$ cat src/rtl/lprg_pkg.sv
package lprg_pkg;

    typedef enum logic [2:0] {
        S_ARMED,
        S_HELD,
        S_PULSE,
        S_WAIT_REL,
        S_TINIT,
        S_TREQ
    } lprg_state_t;

    localparam int unsigned HALF_SEC_US = 500000;
    localparam int unsigned INIT_US     = 42000;
    localparam int unsigned SHORT_DIV   = 128;
    localparam int unsigned MAX_STEPS   = 20;

    // Nominal microseconds to whole ticks, never below one tick.
    function automatic int unsigned ticks_of(input int unsigned us, input int unsigned tick_us);
        int unsigned q;
        q = us / tick_us;
        return (q == 0) ? 1 : q;
    endfunction

    function automatic int unsigned rec_us(input int unsigned sel);
        case (sel)
            0:       return 1280;
            1:       return 100000;
            2:       return 210000;
            default: return 360000;
        endcase
    endfunction

    function automatic int unsigned clamp_steps(input int unsigned s);
        if (s < 1) return 1;
        if (s > MAX_STEPS) return MAX_STEPS;
        return s;
    endfunction

    function automatic int unsigned short_of(input int unsigned full);
        return (full / SHORT_DIV == 0) ? 1 : full / SHORT_DIV;
    endfunction

    function automatic int unsigned max3(input int unsigned a, input int unsigned b, input int unsigned c);
        int unsigned m;
        m = (a > b) ? a : b;
        return (m > c) ? m : c;
    endfunction

    function automatic logic drives_reset(input lprg_state_t s);
        return (s == S_HELD) || (s == S_PULSE) || (s == S_TREQ);
    endfunction

endpackage

$ cat src/rtl/lprg_sync.sv
module lprg_sync #(
    parameter int unsigned W = 2
) (
    input  logic         clk,
    input  logic         rst,
    input  logic [W-1:0] d,
    output logic [W-1:0] q
);
    generate
        for (genvar i = 0; i < W; i++) begin : g_bit
            logic meta_q;
            logic out_q;
            always_ff @(posedge clk) begin
                if (rst) begin
                    meta_q <= 1'b0;
                    out_q  <= 1'b0;
                end else begin
                    meta_q <= d[i];
                    out_q  <= meta_q;
                end
            end
            assign q[i] = out_q;
        end
    endgenerate
endmodule

$ cat src/rtl/lprg_ctrl.sv
module lprg_ctrl
    import lprg_pkg::*;
#(
    parameter int unsigned DLY_FULL    = 1000,
    parameter int unsigned DLY_SHORT   = 7,
    parameter int unsigned INIT_T      = 42,
    parameter int unsigned REC_T       = 100,
    parameter bit          FIXED_PULSE = 1'b0,
    parameter int unsigned CW          = 10
) (
    input  logic clk,
    input  logic rst,
    input  logic tick,
    input  logic btn_act,
    input  logic treq_act,
    output logic assert_q
);
    localparam logic [CW-1:0] L_FULL  = CW'(DLY_FULL);
    localparam logic [CW-1:0] L_SHORT = CW'(DLY_SHORT);
    localparam logic [CW-1:0] L_INIT  = CW'(INIT_T);
    localparam logic [CW-1:0] L_REC   = CW'(REC_T);
    localparam logic [CW-1:0] L_MAX   = CW'(max3(DLY_FULL, INIT_T, REC_T));

    lprg_state_t   st_q, st_d;
    logic [CW-1:0] cnt_q, cnt_d, cnt_inc, dly_lim;
    logic          test_q, test_d;
    logic          assert_d;
    logic          enter_test;

    assign cnt_inc    = cnt_q + CW'(1);
    assign dly_lim    = test_q ? L_SHORT : L_FULL;
    assign enter_test = treq_act && !test_q;

    always_comb begin
        st_d   = st_q;
        cnt_d  = cnt_q;
        test_d = test_q;
        if (enter_test) begin
            test_d = 1'b1;
            st_d   = S_TINIT;
            cnt_d  = '0;
        end else begin
            case (st_q)
                S_ARMED: begin
                    if (!btn_act) begin
                        cnt_d = '0;
                    end else if (tick) begin
                        if (cnt_inc >= dly_lim) begin
                            cnt_d = '0;
                            st_d  = FIXED_PULSE ? S_PULSE : S_HELD;
                        end else begin
                            cnt_d = cnt_inc;
                        end
                    end
                end
                S_HELD: begin
                    if (!btn_act) st_d = S_ARMED;
                end
                S_PULSE: begin
                    if (tick) begin
                        if (cnt_inc >= L_REC) begin
                            cnt_d = '0;
                            st_d  = btn_act ? S_WAIT_REL : S_ARMED;
                        end else begin
                            cnt_d = cnt_inc;
                        end
                    end
                end
                S_WAIT_REL: begin
                    if (!btn_act) st_d = S_ARMED;
                end
                S_TINIT: begin
                    if (tick) begin
                        if (cnt_inc >= L_INIT) begin
                            cnt_d = '0;
                            if (FIXED_PULSE) st_d = S_PULSE;
                            else             st_d = treq_act ? S_TREQ : S_ARMED;
                        end else begin
                            cnt_d = cnt_inc;
                        end
                    end
                end
                S_TREQ: begin
                    if (!treq_act) st_d = S_ARMED;
                end
                default: begin
                    st_d  = S_ARMED;
                    cnt_d = '0;
                end
            endcase
        end
    end

    assign assert_d = drives_reset(st_d);

    always_ff @(posedge clk) begin
        if (rst) begin
            st_q     <= S_ARMED;
            cnt_q    <= '0;
            test_q   <= 1'b0;
            assert_q <= 1'b0;
        end else begin
            st_q     <= st_d;
            cnt_q    <= cnt_d;
            test_q   <= test_d;
            assert_q <= assert_d;
        end
    end

    // the hold or interval counter never runs past its largest limit
    p_cnt_bound_r2: assert property (@(posedge clk) disable iff (rst)
        cnt_q <= L_MAX);

    // a reset driven from the armed state needs a pressed sample one cycle earlier
    p_fire_needs_press_r2: assert property (@(posedge clk) disable iff (rst)
        ((st_q == S_HELD || st_q == S_PULSE) && $past(st_q) == S_ARMED) |-> $past(btn_act));

    // a released button ends a button-driven reset on the next edge
    p_release_ends_r4: assert property (@(posedge clk) disable iff (rst)
        (st_q == S_HELD && !btn_act && !enter_test) |=> (st_q == S_ARMED && !assert_q));

    // without a tick the timed states neither count nor move on
    p_tick_gate_r7: assert property (@(posedge clk) disable iff (rst)
        ((st_q == S_PULSE || st_q == S_TINIT) && !tick && !enter_test)
            |=> ($stable(cnt_q) && $stable(st_q)));

    // the test latch stays set until power-on reset
    p_test_sticky_r10: assert property (@(posedge clk) disable iff (rst)
        test_q |=> test_q);

    // the request-driven hold exists only inside test mode
    p_treq_in_test_r8: assert property (@(posedge clk) disable iff (rst)
        (st_q == S_TREQ) |-> test_q);

endmodule

$ cat src/rtl/lpress_rst_gen.sv
module lpress_rst_gen
    import lprg_pkg::*;
#(
    parameter int unsigned SETUP_STEPS = 20,
    parameter int unsigned TICK_US     = 10,
    parameter bit          FIXED_PULSE = 1'b0,
    parameter int unsigned REC_SEL     = 2,
    parameter bit          ACTIVE_HIGH = 1'b0
) (
    input  logic clk,
    input  logic rst,
    input  logic tick,
    input  logic btn_n,
    input  logic test_req,
    output logic rst_out
);
    localparam int unsigned STEP_T    = ticks_of(HALF_SEC_US, TICK_US);
    localparam int unsigned DLY_FULL  = clamp_steps(SETUP_STEPS) * STEP_T;
    localparam int unsigned DLY_SHORT = short_of(DLY_FULL);
    localparam int unsigned INIT_T    = ticks_of(INIT_US, TICK_US);
    localparam int unsigned REC_T     = ticks_of(rec_us(REC_SEL), TICK_US);
    localparam int unsigned LIM_MAX   = max3(DLY_FULL, INIT_T, REC_T);
    localparam int unsigned CW        = $clog2(LIM_MAX + 1);
    localparam logic        IDLE_LVL  = !ACTIVE_HIGH;

    logic [1:0] raw_act, sync_act;
    logic       assert_q;

    assign raw_act = {test_req, ~btn_n};

    lprg_sync #(.W(2)) u_sync (
        .clk (clk),
        .rst (rst),
        .d   (raw_act),
        .q   (sync_act)
    );

    lprg_ctrl #(
        .DLY_FULL    (DLY_FULL),
        .DLY_SHORT   (DLY_SHORT),
        .INIT_T      (INIT_T),
        .REC_T       (REC_T),
        .FIXED_PULSE (FIXED_PULSE),
        .CW          (CW)
    ) u_ctrl (
        .clk      (clk),
        .rst      (rst),
        .tick     (tick),
        .btn_act  (sync_act[0]),
        .treq_act (sync_act[1]),
        .assert_q (assert_q)
    );

    generate
        if (ACTIVE_HIGH) begin : g_pol_high
            assign rst_out = assert_q;
        end else begin : g_pol_low
            assign rst_out = ~assert_q;
        end
    endgenerate

    // the cycle after power-on reset the output sits at its idle level
    p_idle_after_por_r1: assert property (@(posedge clk)
        $past(rst) |-> (rst_out == IDLE_LVL));

endmodule

$ cat config.mk
export PLATFORM = sky130hd
export DESIGN_NAME = lpress_rst_gen
export DESIGN_NICKNAME = d
export VERILOG_FILES = /design/src/rtl/lprg_pkg.sv /design/src/rtl/lprg_sync.sv /design/src/rtl/lprg_ctrl.sv /design/src/rtl/lpress_rst_gen.sv
export SDC_FILE = /design/constraint.sdc
export NUM_CORES = 1
export LEC_CHECK = 0
export ABC_CLOCK_PERIOD_IN_PS = 3450
export BUFFER_PORTS_ARGS = -buffer_cell sky130_fd_sc_hd__buf_2
export CAP_MARGIN = 20
export CORE_ASPECT_RATIO = 0.9
export CORE_MARGIN = 10
export CORE_UTILIZATION = 54
export CTS_BUF_LIST = sky130_fd_sc_hd__clkbuf_4 sky130_fd_sc_hd__clkbuf_8 sky130_fd_sc_hd__clkbuf_16
export CTS_CLUSTER_DIAMETER = 100
export DETAILED_ROUTE_END_ITERATION = 10
export PLACE_DENSITY = 0.73
export SLEW_MARGIN = 15
export SYNTH_ARGS = -nofsm -noshare
export SYNTH_HDL_FRONTEND = slang
export SYNTH_SLANG_ARGS = --single-unit
export TNS_END_PERCENT = 5
$ cat constraint.sdc
create_clock -name clk -period 3.45 [get_ports clk]
set_input_delay 0.5175 -clock clk [delete_from_list [all_inputs] [get_ports clk]]
set_output_delay 0.5175 -clock clk [all_outputs]
set_load 0.005 [all_outputs]
==> out/metrics.yaml, run 1 <==
final_layout:
  antennaDiodeCount: 0
  layout-area-overhead-vs-synth_pct: 21.0
  final_layout_size_suffix_gt1_share_pct: 29.7
  filler_cell_count: 372
  layout.nets: 340
cts:
  cts_root_buffer: "sky130_fd_sc_hd__clkbuf_8"
  cts_tree: "done"
  hold_fix_buffer_count_after_cts: 0
  h-tree-depth: 2
  insertion_delay_ns: 0.30
  ctsLongestPathBuffers: 2
  clkSinkCount: 29
  tritoncts.num_buffers: 5
  path_clk_slew_ns: 0.07
logic_synthesis:
  post_synth_instance_area_um2: 2420
  synth_fp_nets: 312
  synth_most_common_cell: "sky130_fd_sc_hd__nand2_1"
  synth_edf_count: 0
  syn_area_per_cell_um2: 8.22
  synth_top_cells_by_count: "sky130_fd_sc_hd__nand2_1 (33), sky130_fd_sc_hd__dfxtp_1 (29), sky130_fd_sc_hd__nor2_1 (28)"
  yosys-top-cells-area: "sky130_fd_sc_hd__dfxtp_1 (24%), sky130_fd_sc_hd__ha_1 (6.7%), sky130_fd_sc_hd__nand2_1 (5.1%)"
  synth_sequential_area_ratio_pct: 24.0
  async_set_or_reset_register_ratio_after_synthesis_pct: 0
  yosysTopAreaCell: "sky130_fd_sc_hd__dfxtp_1"
  dominantRegCellSynth: "sky130_fd_sc_hd__dfxtp_1"
  synthesis.yosys.warnings: 0
  flop_and_latch_count_out_of_synthesis: 29
  netlist_instances: 294
  post_synth_num_cell_types: 72
  synth_top_area_share_pct: 24.0
run:
  cap_viol_max_count: 0
die:
  die_w_um: 90.5
  floorplan.rows: 23
  core_um2: 4400
  initial_core_util_pct: 54.9
  floorplan.die_area_um2: 7560
  die_height_um: 83.5
  floorplan.io_pins: 6
sta:
  skew_ns: 0.00914
  rsz0062_at_grt: "true"
  timing_worst_slew_pin_value_ns: 0.574
  achievable-frequency_ghz: 0.298
  drv_slew: 0
  slew_headroom_pct: 61.3
  fin_tns_setup_ns: 0
  fin_worst_hold_slack_ns: 0.368
  final_hold_viol_count: 0
  layout_worst_path_cycle_share_pct: 97.3
  setup_viol_count_final: 0
  clock_period_minus_worst_slack_ns: 3.36
placed_design:
  dpl.hpwl_um: 4490
  port-buffer-count: 5
  final_estimated_routing_congestion_in_global_placement: 0.962
global_route:
  pin_count_of_the_biggest_net_entering_global_routing: 24
  grt_pass1_wl_um: 10500
  antenna_found_initial: 0
  globalRoute.totalOverflow: 0
  grt_usage_pct: 16.6
  first_global_vias: 2162
min_path:
  worst_hold_path.num_cells: 2
  worst_hold_startpoint: "btn_n"
  min_to: "u_sync.g_bit[0].meta_q$_SDFF_PP0_"
  min_delay_worst_type: "primary input to register"
power_and_ir_drop:
  vdd_ir_drop_max_mv: 0.255
  overall_power_after_layout_w: 0.000807
  p_per_area_nw_per_um2: 276
  leakage_nw: 1.20
critical_path:
  crit_path_max_fanout: 23
  timing.critical_path.from_type: "register"
  r2r_slack_ns: 0.09
  critPathArrivalTime_ns: 3.55
  cp_data_required_time_ns: 3.64
  timing.rr.start: "u_ctrl.cnt_q[1]$_SDFFE_PP0P_"
  r2r-end: "u_ctrl.cnt_q[7]$_SDFFE_PP0P_"
  critPathCaptureType: "register"
  critical_path_class: "register to register"
  reg2regPathDepth: 15
run_status:
  status: "completed"
drt:
  wire_per_inst_um: 17.2
  drtPass1Iterations: 5
  detailroute.wirelength.met2_um: 3030
  route.vias.total: 2431
  drt-initial-drc-count: 269
  post-route-drc-count: 0
  detail_route.vias_per_cell: 6.31
  met3RoutedLength_um: 464
  postRouteWirelength_um: 6640
  met1_length_um: 2990
  detail-route-antenna-nets: 0
  dr.max_layer_used: "met4"
[layout by cell type (no fill, tap or decap), types with 3 or more instances in the layout]
cell                        instances
sky130_fd_sc_hd__nor4_4             3
sky130_fd_sc_hd__a31oi_1            4
sky130_fd_sc_hd__xor2_1             4
sky130_fd_sc_hd__and4_1             3
sky130_fd_sc_hd__ha_1              12
sky130_fd_sc_hd__o21ai_0            4
sky130_fd_sc_hd__nand4b_1           3
sky130_fd_sc_hd__dfxtp_2            6
sky130_fd_sc_hd__nand3_1            8
sky130_fd_sc_hd__nor3_1            12
sky130_fd_sc_hd__buf_6              3
sky130_fd_sc_hd__mux2i_1            3
sky130_fd_sc_hd__and3_1             4
sky130_fd_sc_hd__o2111ai_1          3
sky130_fd_sc_hd__nand2b_1           4
sky130_fd_sc_hd__dfxtp_1           21
sky130_fd_sc_hd__a21oi_1            7
sky130_fd_sc_hd__xnor2_1            5
sky130_fd_sc_hd__clkbuf_8           6
sky130_fd_sc_hd__buf_2              5
sky130_fd_sc_hd__nand4_1            6
sky130_fd_sc_hd__buf_4             35
sky130_fd_sc_hd__a211oi_1           3
sky130_fd_sc_hd__inv_1              8
sky130_fd_sc_hd__a32oi_1           10
sky130_fd_sc_hd__nor2_1            28
sky130_fd_sc_hd__nand2_1           31
sky130_fd_sc_hd__xnor2_2            3
sky130_fd_sc_hd__nor2b_1           11
sky130_fd_sc_hd__o2111a_1           3
[flip-flops by register name, indices dropped and copies added, names as in the netlist]
register and cells:
u_ctrl.cnt_q 20, u_ctrl.st_q 3, u_ctrl.assert_q 1, u_ctrl.test_q 1, u_sync.g_bit.meta_q 2, u_sync.g_bit.out_q 2
[through the flow]
| step | utilization, % | instances | instance area, µm² | worst slack (ns) |
|---|---|---|---|---|
| final | 66.4 | 385 | 2930 | 0.0936 |
| after global routing | 66.4 | 385 | 2930 | -0.0682 |
| after CTS | 62.5 | 378 | 2750 | 0.00822 |
| after detailed placement | 59.1 | 370 | 2600 | -0.200 |
| after global placement | 59.1 | 370 | 2600 | -0.141 |
| after floorplan | - | 294 | 2420 | 0.0897 |
[final cells by class]
cell class | instances | area, µm² | area share (%)
Clock buffer | 6 | 82.6 | 2.82
Inverter | 8 | 30.0 | 1.03
Tap cell | 62 | 77.6 | 2.65
Timing Repair Buffer | 44 | 342 | 11.7
Clock inverter | 2 | 37.5 | 1.28
Multi-Input combinational cell | 234 | 1760 | 60.2
Sequential cell | 29 | 596 | 20.4
[critical path, cell delays in order, from the launching register on]
cell and delay, ns:
sky130_fd_sc_hd__dfxtp_4 0.39, sky130_fd_sc_hd__ha_4 0.15, sky130_fd_sc_hd__nand4_4 0.14, sky130_fd_sc_hd__nor4_4 0.31
sky130_fd_sc_hd__buf_4 0.18, sky130_fd_sc_hd__xnor2_1 0.15, sky130_fd_sc_hd__inv_1 0.09, sky130_fd_sc_hd__ha_1 0.31
sky130_fd_sc_hd__nand3_1 0.09, sky130_fd_sc_hd__or3_1 0.33, sky130_fd_sc_hd__a22oi_2 0.18, sky130_fd_sc_hd__nor4_4 0.06
sky130_fd_sc_hd__a221o_1 0.37, sky130_fd_sc_hd__buf_12 0.17, sky130_fd_sc_hd__o2111a_1 0.14, sky130_fd_sc_hd__a21o_2 0.18
[per-layer routing]
metal / vias up / global-route usage [%]
met3: 17 / 3.87
met5: - / 0
met2: 115 / 24.6
met4: 0 / 7.08
li1: 1159 / -
met1: 1140 / 22.3
[report_power, final]
group	total, W	switching [W]	internal (W)
combinational	0.0000763	0.0000480	0.0000283
clock	0.000387	0.000153	0.000235
sequential	0.000343	0.00000514	0.000338
[timing repair]
item / CTS / global route
buffers inserted: 0 / 7
pin swaps: 0 / 12
gates resized for setup: 4 / 30
endpoints found under the hold margin: 0 / 0
setup endpoints to repair: 13 / 22
[how the worst max path moves through the flow]
stage                                 startpoint                            to  slack, ns  cells after the start
floorplan           u_ctrl.cnt_q[3]$_SDFFE_PP0P_    u_ctrl.assert_q$_SDFF_PP0_       0.09                     15
global placement    u_ctrl.cnt_q[2]$_SDFFE_PP0P_    u_ctrl.assert_q$_SDFF_PP0_      -0.14                     14
detailed placement  u_ctrl.cnt_q[2]$_SDFFE_PP0P_    u_ctrl.assert_q$_SDFF_PP0_      -0.20                     14
CTS                 u_ctrl.cnt_q[2]$_SDFFE_PP0P_    u_ctrl.assert_q$_SDFF_PP0_      0.008                     14
global route        u_ctrl.cnt_q[6]$_SDFFE_PP0P_    u_ctrl.assert_q$_SDFF_PP0_      -0.07                     14
finish              u_ctrl.cnt_q[1]$_SDFFE_PP0P_  u_ctrl.cnt_q[7]$_SDFFE_PP0P_       0.09                     15
[kinds of logic after synthesis]
kind of cell / Yosys count / share of synthesized area [%]
multiplexers: 4 / 1.71
AND/OR/NAND/NOR: 140 / 32.5
buffers and inverters: 31 / 8.33
XOR/XNOR: 12 / 4.35
adder cells (fa/ha/maj): 13 / 6.73
AO/OA/AOI/OAI: 65 / 22.4
flip-flops: 29 / 24.0
Note: power is estimated with default switching activity, not from simulation.
==> run 2, diff against run 1 <==
--- a/config.mk
+++ b/config.mk
@@ -11,9 +11,9 @@
 export CORE_ASPECT_RATIO = 0.9
 export CORE_MARGIN = 10
 export CORE_UTILIZATION = 54
-export CTS_BUF_LIST = sky130_fd_sc_hd__clkbuf_4 sky130_fd_sc_hd__clkbuf_8 sky130_fd_sc_hd__clkbuf_16
 export CTS_CLUSTER_DIAMETER = 100
 export DETAILED_ROUTE_END_ITERATION = 10
+export GPL_ROUTABILITY_DRIVEN = 0
 export PLACE_DENSITY = 0.73
 export SLEW_MARGIN = 15
 export SYNTH_ARGS = -nofsm -noshare
==> out/metrics.yaml, run 2 (same netlist as run 1, synthesis figures left out) <==
drt:
  detail-route-antenna-nets: 0  # unchanged
  drt-initial-drc-count: 326  # was 269
  drtPass1Iterations: 5  # unchanged
  route.vias.total: 2408  # was 2431
  post-route-drc-count: 0  # unchanged
  wire_per_inst_um: 16.9  # was 17.2 µm
  postRouteWirelength_um: 6490  # was 6640 µm
  detail_route.vias_per_cell: 6.27  # was 6.31
final_layout:
  layout_common_cells: "sky130_fd_sc_hd__buf_4 (36), sky130_fd_sc_hd__nand2_1 (31), sky130_fd_sc_hd__nor2_1 (27), sky130_fd_sc_hd__dfxtp_1 (21), sky130_fd_sc_hd__nor3_1 (13)"  # was sky130_fd_sc_hd__buf_4 (35), sky130_fd_sc_hd__nand2_1 (31), sky130_fd_sc_hd__nor2_1 (28), sky130_fd_sc_hd__dfxtp_1 (21)
  multiInputGateArea_um2: 1820  # was 1760 µm²
  final_common_cell: "sky130_fd_sc_hd__buf_4"  # unchanged
  layout-area-overhead-vs-synth_pct: 22.9  # was 21.0%
  antennaDiodeCount: 0  # unchanged
  post_layout_nonfiller_instances: 384  # was 385
  registers_with_the_highest_flip_flop_counts: "u_ctrl.cnt_q: 20 flops, u_ctrl.st_q: 3 flops"  # unchanged
  register_area_um2: 593  # was 596 µm²
  largest_register_ff_count: 20  # unchanged
  layout.nets: 339  # was 340
  filler_cell_count: 351  # was 372
  max_flop_register: "u_ctrl.cnt_q"  # unchanged
  final_layout_size_suffix_gt1_share_pct: 31.4  # was 29.7%
power_and_ir_drop:
  leakage_nw: 1.21  # was 1.20 nW
  p_per_area_nw_per_um2: 284  # was 276 nW/µm²
  overall_power_after_layout_w: 0.000844  # was 0.000807 W
  vdd_ir_drop_max_mv: 0.240  # was 0.255 mV
critical_path:
  timing.rr.start: "u_ctrl.cnt_q[2]$_SDFFE_PP0P_"  # was u_ctrl.cnt_q[1]$_SDFFE_PP0P_
  r2r_slack_ns: 0.16  # was 0.09 ns
  cp_data_required_time_ns: 3.64  # about the same
  critical_path.most_common_cell: "sky130_fd_sc_hd__buf_4"  # was sky130_fd_sc_hd__nor4_4
  critPathCaptureType: "register"  # unchanged
  cp_slowest_cell: "sky130_fd_sc_hd__a221o_1"  # was sky130_fd_sc_hd__dfxtp_4
  reg2regPathDepth: 15  # unchanged
  critPathArrivalTime_ns: 3.48  # was 3.55 ns
  max_incr_delay_on_cp_ns: 0.35  # was 0.39 ns
  crit_path_max_fanout: 12  # was 23
  cell_by_cell_trace_of_the_critical_path: "buf_4, nand4_4, nor4_4, buf_4, xnor2_2, inv_1, ha_1, nand3_1, or3_1, a22oi_2, nor4_4, a221o_1, buf_4, o2111a_1, a21o_2"  # was ha_4, nand4_4, nor4_4, buf_4, xnor2_1, inv_1, ha_1, nand3_1, or3_1, a22oi_2, nor4_4, a221o_1, buf_12, o2111a_1, a21o_2
  timing.critical_path.from_type: "register"  # unchanged
  r2r-end: "u_ctrl.cnt_q[7]$_SDFFE_PP0P_"  # unchanged
  critical_path_class: "register to register"  # unchanged
cts:
  h-tree-depth: 2  # unchanged
  insertion_delay_ns: 0.29  # was 0.30 ns
  ctsLongestPathBuffers: 2  # unchanged
  cts_root_buffer: "sky130_fd_sc_hd__clkbuf_8"  # unchanged
  tritoncts.num_buffers: 5  # unchanged
  clkSinkCount: 29  # unchanged
  cts_tree: "done"  # unchanged
  path_clk_slew_ns: 0.07  # about the same
min_path:
  worst_hold_path.num_cells: 2  # unchanged
  min_to: "u_sync.g_bit[0].meta_q$_SDFF_PP0_"  # unchanged
  worst_hold_startpoint: "btn_n"  # unchanged
  min_delay_worst_type: "primary input to register"  # unchanged
placed_design:
  placed_cells: 371  # was 370
  port-buffer-count: 5  # unchanged
  dpl.hpwl_um: 4560  # was 4490 µm
die:
  die_height_um: 83.5  # unchanged
  initial_core_util_pct: 54.9  # unchanged
  die_w_um: 90.5  # unchanged
  core_um2: 4400  # unchanged
  floorplan.rows: 23  # unchanged
  floorplan.die_area_um2: 7560  # unchanged
  floorplan.io_pins: 6  # unchanged
sta:
  rsz0062_at_grt: "true"  # unchanged
  slew_headroom_pct: 62.8  # was 61.3%
  skew_ns: 0.00767  # was 0.00914 ns
  clock_period_minus_worst_slack_ns: 3.29  # was 3.36 ns
  setup_viol_count_final: 0  # unchanged
  fin_worst_hold_slack_ns: 0.362  # was 0.368 ns
  layout_worst_path_cycle_share_pct: 95.3  # was 97.3%
  drv_slew: 0  # unchanged
  final_hold_viol_count: 0  # unchanged
  achievable-frequency_ghz: 0.304  # was 0.298 GHz
  timing_worst_slew_pin_value_ns: 0.559  # was 0.574 ns
global_route:
  first_global_vias: 2185  # was 2162
  grt_usage_pct: 16.6  # about the same
  globalRoute.totalOverflow: 0  # unchanged
  grt_pass1_wl_um: 10400  # was 10500 µm
  pin_count_of_the_biggest_net_entering_global_routing: 14  # was 24
  antenna_found_initial: 0  # unchanged
run:
  cap_viol_max_count: 0  # unchanged
run_status:
  status: "completed"  # unchanged
## run 2: cell types whose count changed in the layout (fill, tap and decap cells not counted), sizes merged
| cell | previous run | this run |
|---|---|---|
| clkbuf | 6 | 5 |
| clkinvlp | 1 | 0 |
| clkinv | 0 | 1 |
| bufinv | 1 | 2 |
| buf | 44 | 43 |
## run 2: report_power, final
group | internal, W | switching (W) | leakage [nW]
sequential | 0.000339 | 0.00000550 | 0.239
combinational | 0.0000263 | 0.0000474 | 0.906
clock | 0.000287 | 0.000139 | 0.0681
## run 2: metrics by stage
| step | util, % | area (µm²) | TNS (ns) | setup WS [ns] |
|---|---|---|---|---|
| after global placement | 59.0 | 2600 | -0.161 | -0.161 |
| after detailed placement | 59.0 | 2600 | -0.226 | -0.185 |
| final | 67.5 | 2970 | 0 | 0.163 |
| after floorplan | - | 2420 | 0 | 0.0897 |
| after CTS | 62.5 | 2750 | 0 | 0.0216 |
| after global routing | 67.5 | 2970 | -0.141 | -0.0844 |
## run 2: layout make-up
type / count / share of cell area (%)
clock buffer: 5 / 2.32
clock inverter: 3 / 2.19
inverter: 8 / 1.01
timing repair buffer: 43 / 10.7
tap: 62 / 2.61
multi-input combinational: 234 / 61.2
sequential: 29 / 20.0
## run 2: how the worst max path moves through the flow
stage	from	slack, ns	to
floorplan	u_ctrl.cnt_q[3]$_SDFFE_PP0P_	0.09	u_ctrl.assert_q$_SDFF_PP0_
global placement	u_ctrl.cnt_q[6]$_SDFFE_PP0P_	-0.16	u_ctrl.assert_q$_SDFF_PP0_
finish	u_ctrl.cnt_q[2]$_SDFFE_PP0P_	0.16	u_ctrl.cnt_q[7]$_SDFFE_PP0P_
CTS	u_ctrl.cnt_q[6]$_SDFFE_PP0P_	0.02	u_ctrl.assert_q$_SDFF_PP0_
global route	u_ctrl.cnt_q[3]$_SDFFE_PP0P_	-0.08	u_ctrl.assert_q$_SDFF_PP0_
detailed placement	u_ctrl.cnt_q[6]$_SDFFE_PP0P_	-0.19	u_ctrl.assert_q$_SDFF_PP0_
## run 2: critical path, delay by kind of cell, from the launching register on
family / cells / cell delay, ns
compound gates: 4 / 0.88
buf+inv: 4 / 0.63
xor+xnor: 1 / 0.12
flops: 1 / 0.34
simple gates: 5 / 0.92
fa+ha+maj: 1 / 0.31
## run 2: layer usage
layer / global-route usage (%) / up-vias / part of all wire (%)
met1: 21.6 / 1142 / 45
li1: - / 1159 / -
met4: 7.66 / 0 / 2.2
met5: 0 / - / 0
met3: 3.51 / 14 / 6.4
met2: 25.3 / 93 / 46
## run 2: timing repair
| action | 4_1_cts | 5_1_grt |
|---|---|---|
| pin swaps | 0 | 15 |
| hold buffers | 0 | 0 |
| endpoints found under the setup margin | 13 | 22 |
| gates resized for setup | 3 | 37 |
| setup buffers | 0 | 5 |
==> run 3, diff against run 2 <==
--- a/config.mk
+++ b/config.mk
@@ -5,7 +5,7 @@
 export SDC_FILE = /design/constraint.sdc
 export NUM_CORES = 1
 export LEC_CHECK = 0
-export ABC_CLOCK_PERIOD_IN_PS = 3450
+export ABC_CLOCK_PERIOD_IN_PS = 3000
 export BUFFER_PORTS_ARGS = -buffer_cell sky130_fd_sc_hd__buf_2
 export CAP_MARGIN = 20
 export CORE_ASPECT_RATIO = 0.9
==> constraint.sdc (replaced) <==
create_clock -name clk -period 3 [get_ports clk]
set_input_delay 0.45 -clock clk [delete_from_list [all_inputs] [get_ports clk]]
set_output_delay 0.45 -clock clk [all_outputs]
set_load 0.005 [all_outputs]
==> out/metrics.yaml, run 3 (same netlist as run 1, synthesis figures left out) <==
run_status:
  status: "finished, violations left"  # was completed
  failed_checks: "negative setup slack"
placed_design:
  cell_area_after_placement_um2: 2800  # was 2600 µm²
  port-buffer-count: 5  # unchanged
  place_ws_ns: -0.441  # was -0.185 ns
  dpl.hpwl_um: 4880  # was 4560 µm
power_and_ir_drop:
  p_int_w: 0.000589  # was 0.000652 W
  clkPwrFrac_pct: 41.1  # was 50.5%
  share_comb_of_total_power_pct: 11.2  # was 8.7%
  vdd_ir_drop_max_mv: 0.310  # was 0.240 mV
  switching_share_pct: 29.0  # was 22.8%
  power_switching_w: 0.000240  # was 0.000192 W
  p_per_area_nw_per_um2: 280  # was 284 nW/µm²
  leakage_nw: 1.23  # was 1.21 nW
  sequential_share_of_power_pct: 47.7  # was 40.8%
final_layout:
  layout-area-overhead-vs-synth_pct: 22.4  # was 22.9%
  registers_with_the_highest_flip_flop_counts: "u_ctrl.cnt_q: 20 flops, u_ctrl.st_q: 3 flops"  # unchanged
  filler_cell_count: 370  # was 351
  final_cell_area_um2: 2960  # was 2970 µm²
  antennaDiodeCount: 0  # unchanged
  max_flop_register: "u_ctrl.cnt_q"  # unchanged
  final_layout_size_suffix_gt1_share_pct: 31.8  # was 31.4%
  final_common_cell: "sky130_fd_sc_hd__buf_4"  # unchanged
  layout_common_cells: "sky130_fd_sc_hd__buf_4 (51), sky130_fd_sc_hd__nand2_1 (33), sky130_fd_sc_hd__nor2_1 (28), sky130_fd_sc_hd__dfxtp_1 (19), sky130_fd_sc_hd__nor3_1 (14)"  # was sky130_fd_sc_hd__buf_4 (36), sky130_fd_sc_hd__nand2_1 (31), sky130_fd_sc_hd__nor2_1 (27), sky130_fd_sc_hd__dfxtp_1 (21), sky130_fd_sc_hd__nor3_1 (13)
  largest_register_ff_count: 20  # unchanged
  layout.nets: 354  # was 339
die:
  floorplan.io_pins: 6  # unchanged
  initial_core_util_pct: 54.9  # unchanged
  floorplan.rows: 23  # unchanged
  die_w_um: 90.5  # unchanged
  core_um2: 4400  # unchanged
  floorplan.die_area_um2: 7560  # unchanged
  die_height_um: 83.5  # unchanged
sta:
  postLayoutSetupSlackWorst_ns: -0.324  # was 0.163 ns
  skew_ns: 0.00795  # was 0.00767 ns
  timing_worst_slew_pin_value_ns: 0.593  # was 0.559 ns
  achievable-frequency_ghz: 0.301  # was 0.304 GHz
  slew_headroom_pct: 60.5  # was 62.8%
  final_hold_viol_count: 0  # unchanged
  setup_viol_count_final: 22  # was 0
  drv_slew: 0  # unchanged
  layout_worst_path_cycle_share_pct: 111  # was 95.3%
  fin_tns_setup_ns: -4.28  # was 0 ns
  clock_period_minus_worst_slack_ns: 3.32  # was 3.29 ns
  rsz0062_at_grt: "true"  # unchanged
drt:
  drtPass1Iterations: 5  # unchanged
  route.vias.total: 2458  # was 2408
  post-route-drc-count: 0  # unchanged
  detail-route-antenna-nets: 0  # unchanged
  postRouteWirelength_um: 6710  # was 6490 µm
  detail_route.vias_per_cell: 6.16  # was 6.27
  drt-initial-drc-count: 268  # was 326
  wire_per_inst_um: 16.8  # was 16.9 µm
cts:
  clkSinkCount: 29  # unchanged
  path_clk_slew_ns: 0.08  # was 0.07 ns
  cts_root_buffer: "sky130_fd_sc_hd__clkbuf_8"  # unchanged
  tritoncts.num_buffers: 5  # unchanged
  h-tree-depth: 2  # unchanged
  cts_tree: "done"  # unchanged
  ctsLongestPathBuffers: 2  # unchanged
  insertion_delay_ns: 0.29  # about the same
critical_path:
  reg2regPathDepth: 14  # was 15
  timing.critical_path.from_type: "register"  # unchanged
  critical_path_class: "register to register"  # unchanged
  cp_slowest_cell: "sky130_fd_sc_hd__mux2_2"  # was sky130_fd_sc_hd__a221o_1
  critPathArrivalTime_ns: 3.51  # was 3.48 ns
  critical_path.most_common_cell: "sky130_fd_sc_hd__nor4_2"  # was sky130_fd_sc_hd__buf_4
  cp.depth: 14  # was 15
  critPathCaptureType: "register"  # unchanged
  critical_path.top_delay_family: "simple AND/OR/NAND/NOR gates"  # unchanged
  worst-path-buf-inv: 1  # was 4
  max_incr_delay_on_cp_ns: 0.37  # was 0.35 ns
  cell_by_cell_trace_of_the_critical_path: "nand3_2, buf_4, nor4_4, nand3_1, xnor2_2, ha_1, a21oi_2, nor2_1, a211oi_2, nand2b_1, nor4_2, nor3_1, nor4_2, mux2_2"  # was buf_4, nand4_4, nor4_4, buf_4, xnor2_2, inv_1, ha_1, nand3_1, or3_1, a22oi_2, nor4_4, a221o_1, buf_4, o2111a_1, a21o_2
  cp_data_required_time_ns: 3.18  # was 3.64 ns
  crit_path_max_fanout: 5  # was 12
global_route:
  antenna_found_initial: 0  # unchanged
  pin_count_of_the_biggest_net_entering_global_routing: 14  # unchanged
  grt_usage_pct: 17.5  # was 16.6%
  first_global_vias: 2332  # was 2185
  globalRoute.totalOverflow: 0  # unchanged
  grt_pass1_wl_um: 11200  # was 10400 µm
min_path:
  min_delay_worst_type: "primary input to register"  # unchanged
  worst_hold_path.num_cells: 2  # unchanged
run:
  cap_viol_max_count: 0  # unchanged
==> run 3: worst reg2reg max path, stage by stage (launching register included) <==
cell and delay, ns:
sky130_fd_sc_hd__dfxtp_2 0.36, sky130_fd_sc_hd__nand3_2 0.10, sky130_fd_sc_hd__buf_4 0.16, sky130_fd_sc_hd__nor4_4 0.32, sky130_fd_sc_hd__nand3_1 0.18, sky130_fd_sc_hd__xnor2_2 0.18
sky130_fd_sc_hd__ha_1 0.32, sky130_fd_sc_hd__a21oi_2 0.13, sky130_fd_sc_hd__nor2_1 0.05, sky130_fd_sc_hd__a211oi_2 0.23, sky130_fd_sc_hd__nand2b_1 0.11, sky130_fd_sc_hd__nor4_2 0.30
sky130_fd_sc_hd__nor3_1 0.09, sky130_fd_sc_hd__nor4_2 0.32, sky130_fd_sc_hd__mux2_2 0.37
==> run 3: per-stage QoR <==
stage	hold slack [ns]	util, %	std cells	total power, W
after floorplan	0.414	-	294	0.000459
after global placement	0.418	63.5	391	0.000489
after detailed placement	0.435	63.5	391	0.000491
after CTS	0.302	66.9	399	0.000827
after global routing	0.292	67.2	399	0.000857
final	0.300	67.2	399	0.000829
==> run 3: cell type report <==
| cell class | count | area (µm²) | share of cell area (%) |
|---|---|---|---|
| Clock buffer | 5 | 68.8 | 2.33 |
| Inverter | 8 | 30.0 | 1.02 |
| Multi-Input combinational cell | 234 | 1730 | 58.4 |
| Sequential cell | 29 | 593 | 20.1 |
| Clock inverter | 3 | 22.5 | 0.761 |
| Tap cell | 62 | 77.6 | 2.62 |
| Timing Repair Buffer | 58 | 439 | 14.8 |
==> run 3: power groups by stage <==
| stage | Sequential [W] | Combinational [W] | Clock [W] |
|---|---|---|---|
| global placement | 0.000403 | 0.0000858 | 0 |
| CTS | 0.000395 | 0.0000907 | 0.000341 |
| detailed placement | 0.000403 | 0.0000880 | 0 |
| global route | 0.000396 | 0.0000995 | 0.000362 |
| floorplan | 0.000405 | 0.0000545 | 0 |
| finish | 0.000395 | 0.0000928 | 0.000341 |
==> run 3: path summary, 6_finish.rpt <==
path	endpoint	start	slack [ns]
min reg2reg	u_sync.g_bit[1].out_q$_SDFF_PP0_	u_sync.g_bit[1].meta_q$_SDFF_PP0_	0.45
max reg2reg	u_ctrl.assert_q$_SDFF_PP0_	u_ctrl.cnt_q[2]$_SDFFE_PP0P_	-0.32
max	u_ctrl.assert_q$_SDFF_PP0_	u_ctrl.cnt_q[2]$_SDFFE_PP0P_	-0.32
min	u_sync.g_bit[0].meta_q$_SDFF_PP0_	btn_n	0.30
==> run 3: what timing repair did <==
action,in CTS,in global routing
pin swaps,2,1
hold buffers,0,0
setup buffers,0,0
setup endpoints to repair,22,22
gates resized for setup,17,2
==> run 3: per-layer routing <==
layer	up-vias	routed length (µm)	GRT usage, %
met5	-	0	0
met2	107	3060	28.2
met3	22	418	3.60
li1	1188	-	-
met4	0	130	6.07
met1	1141	3100	22.5
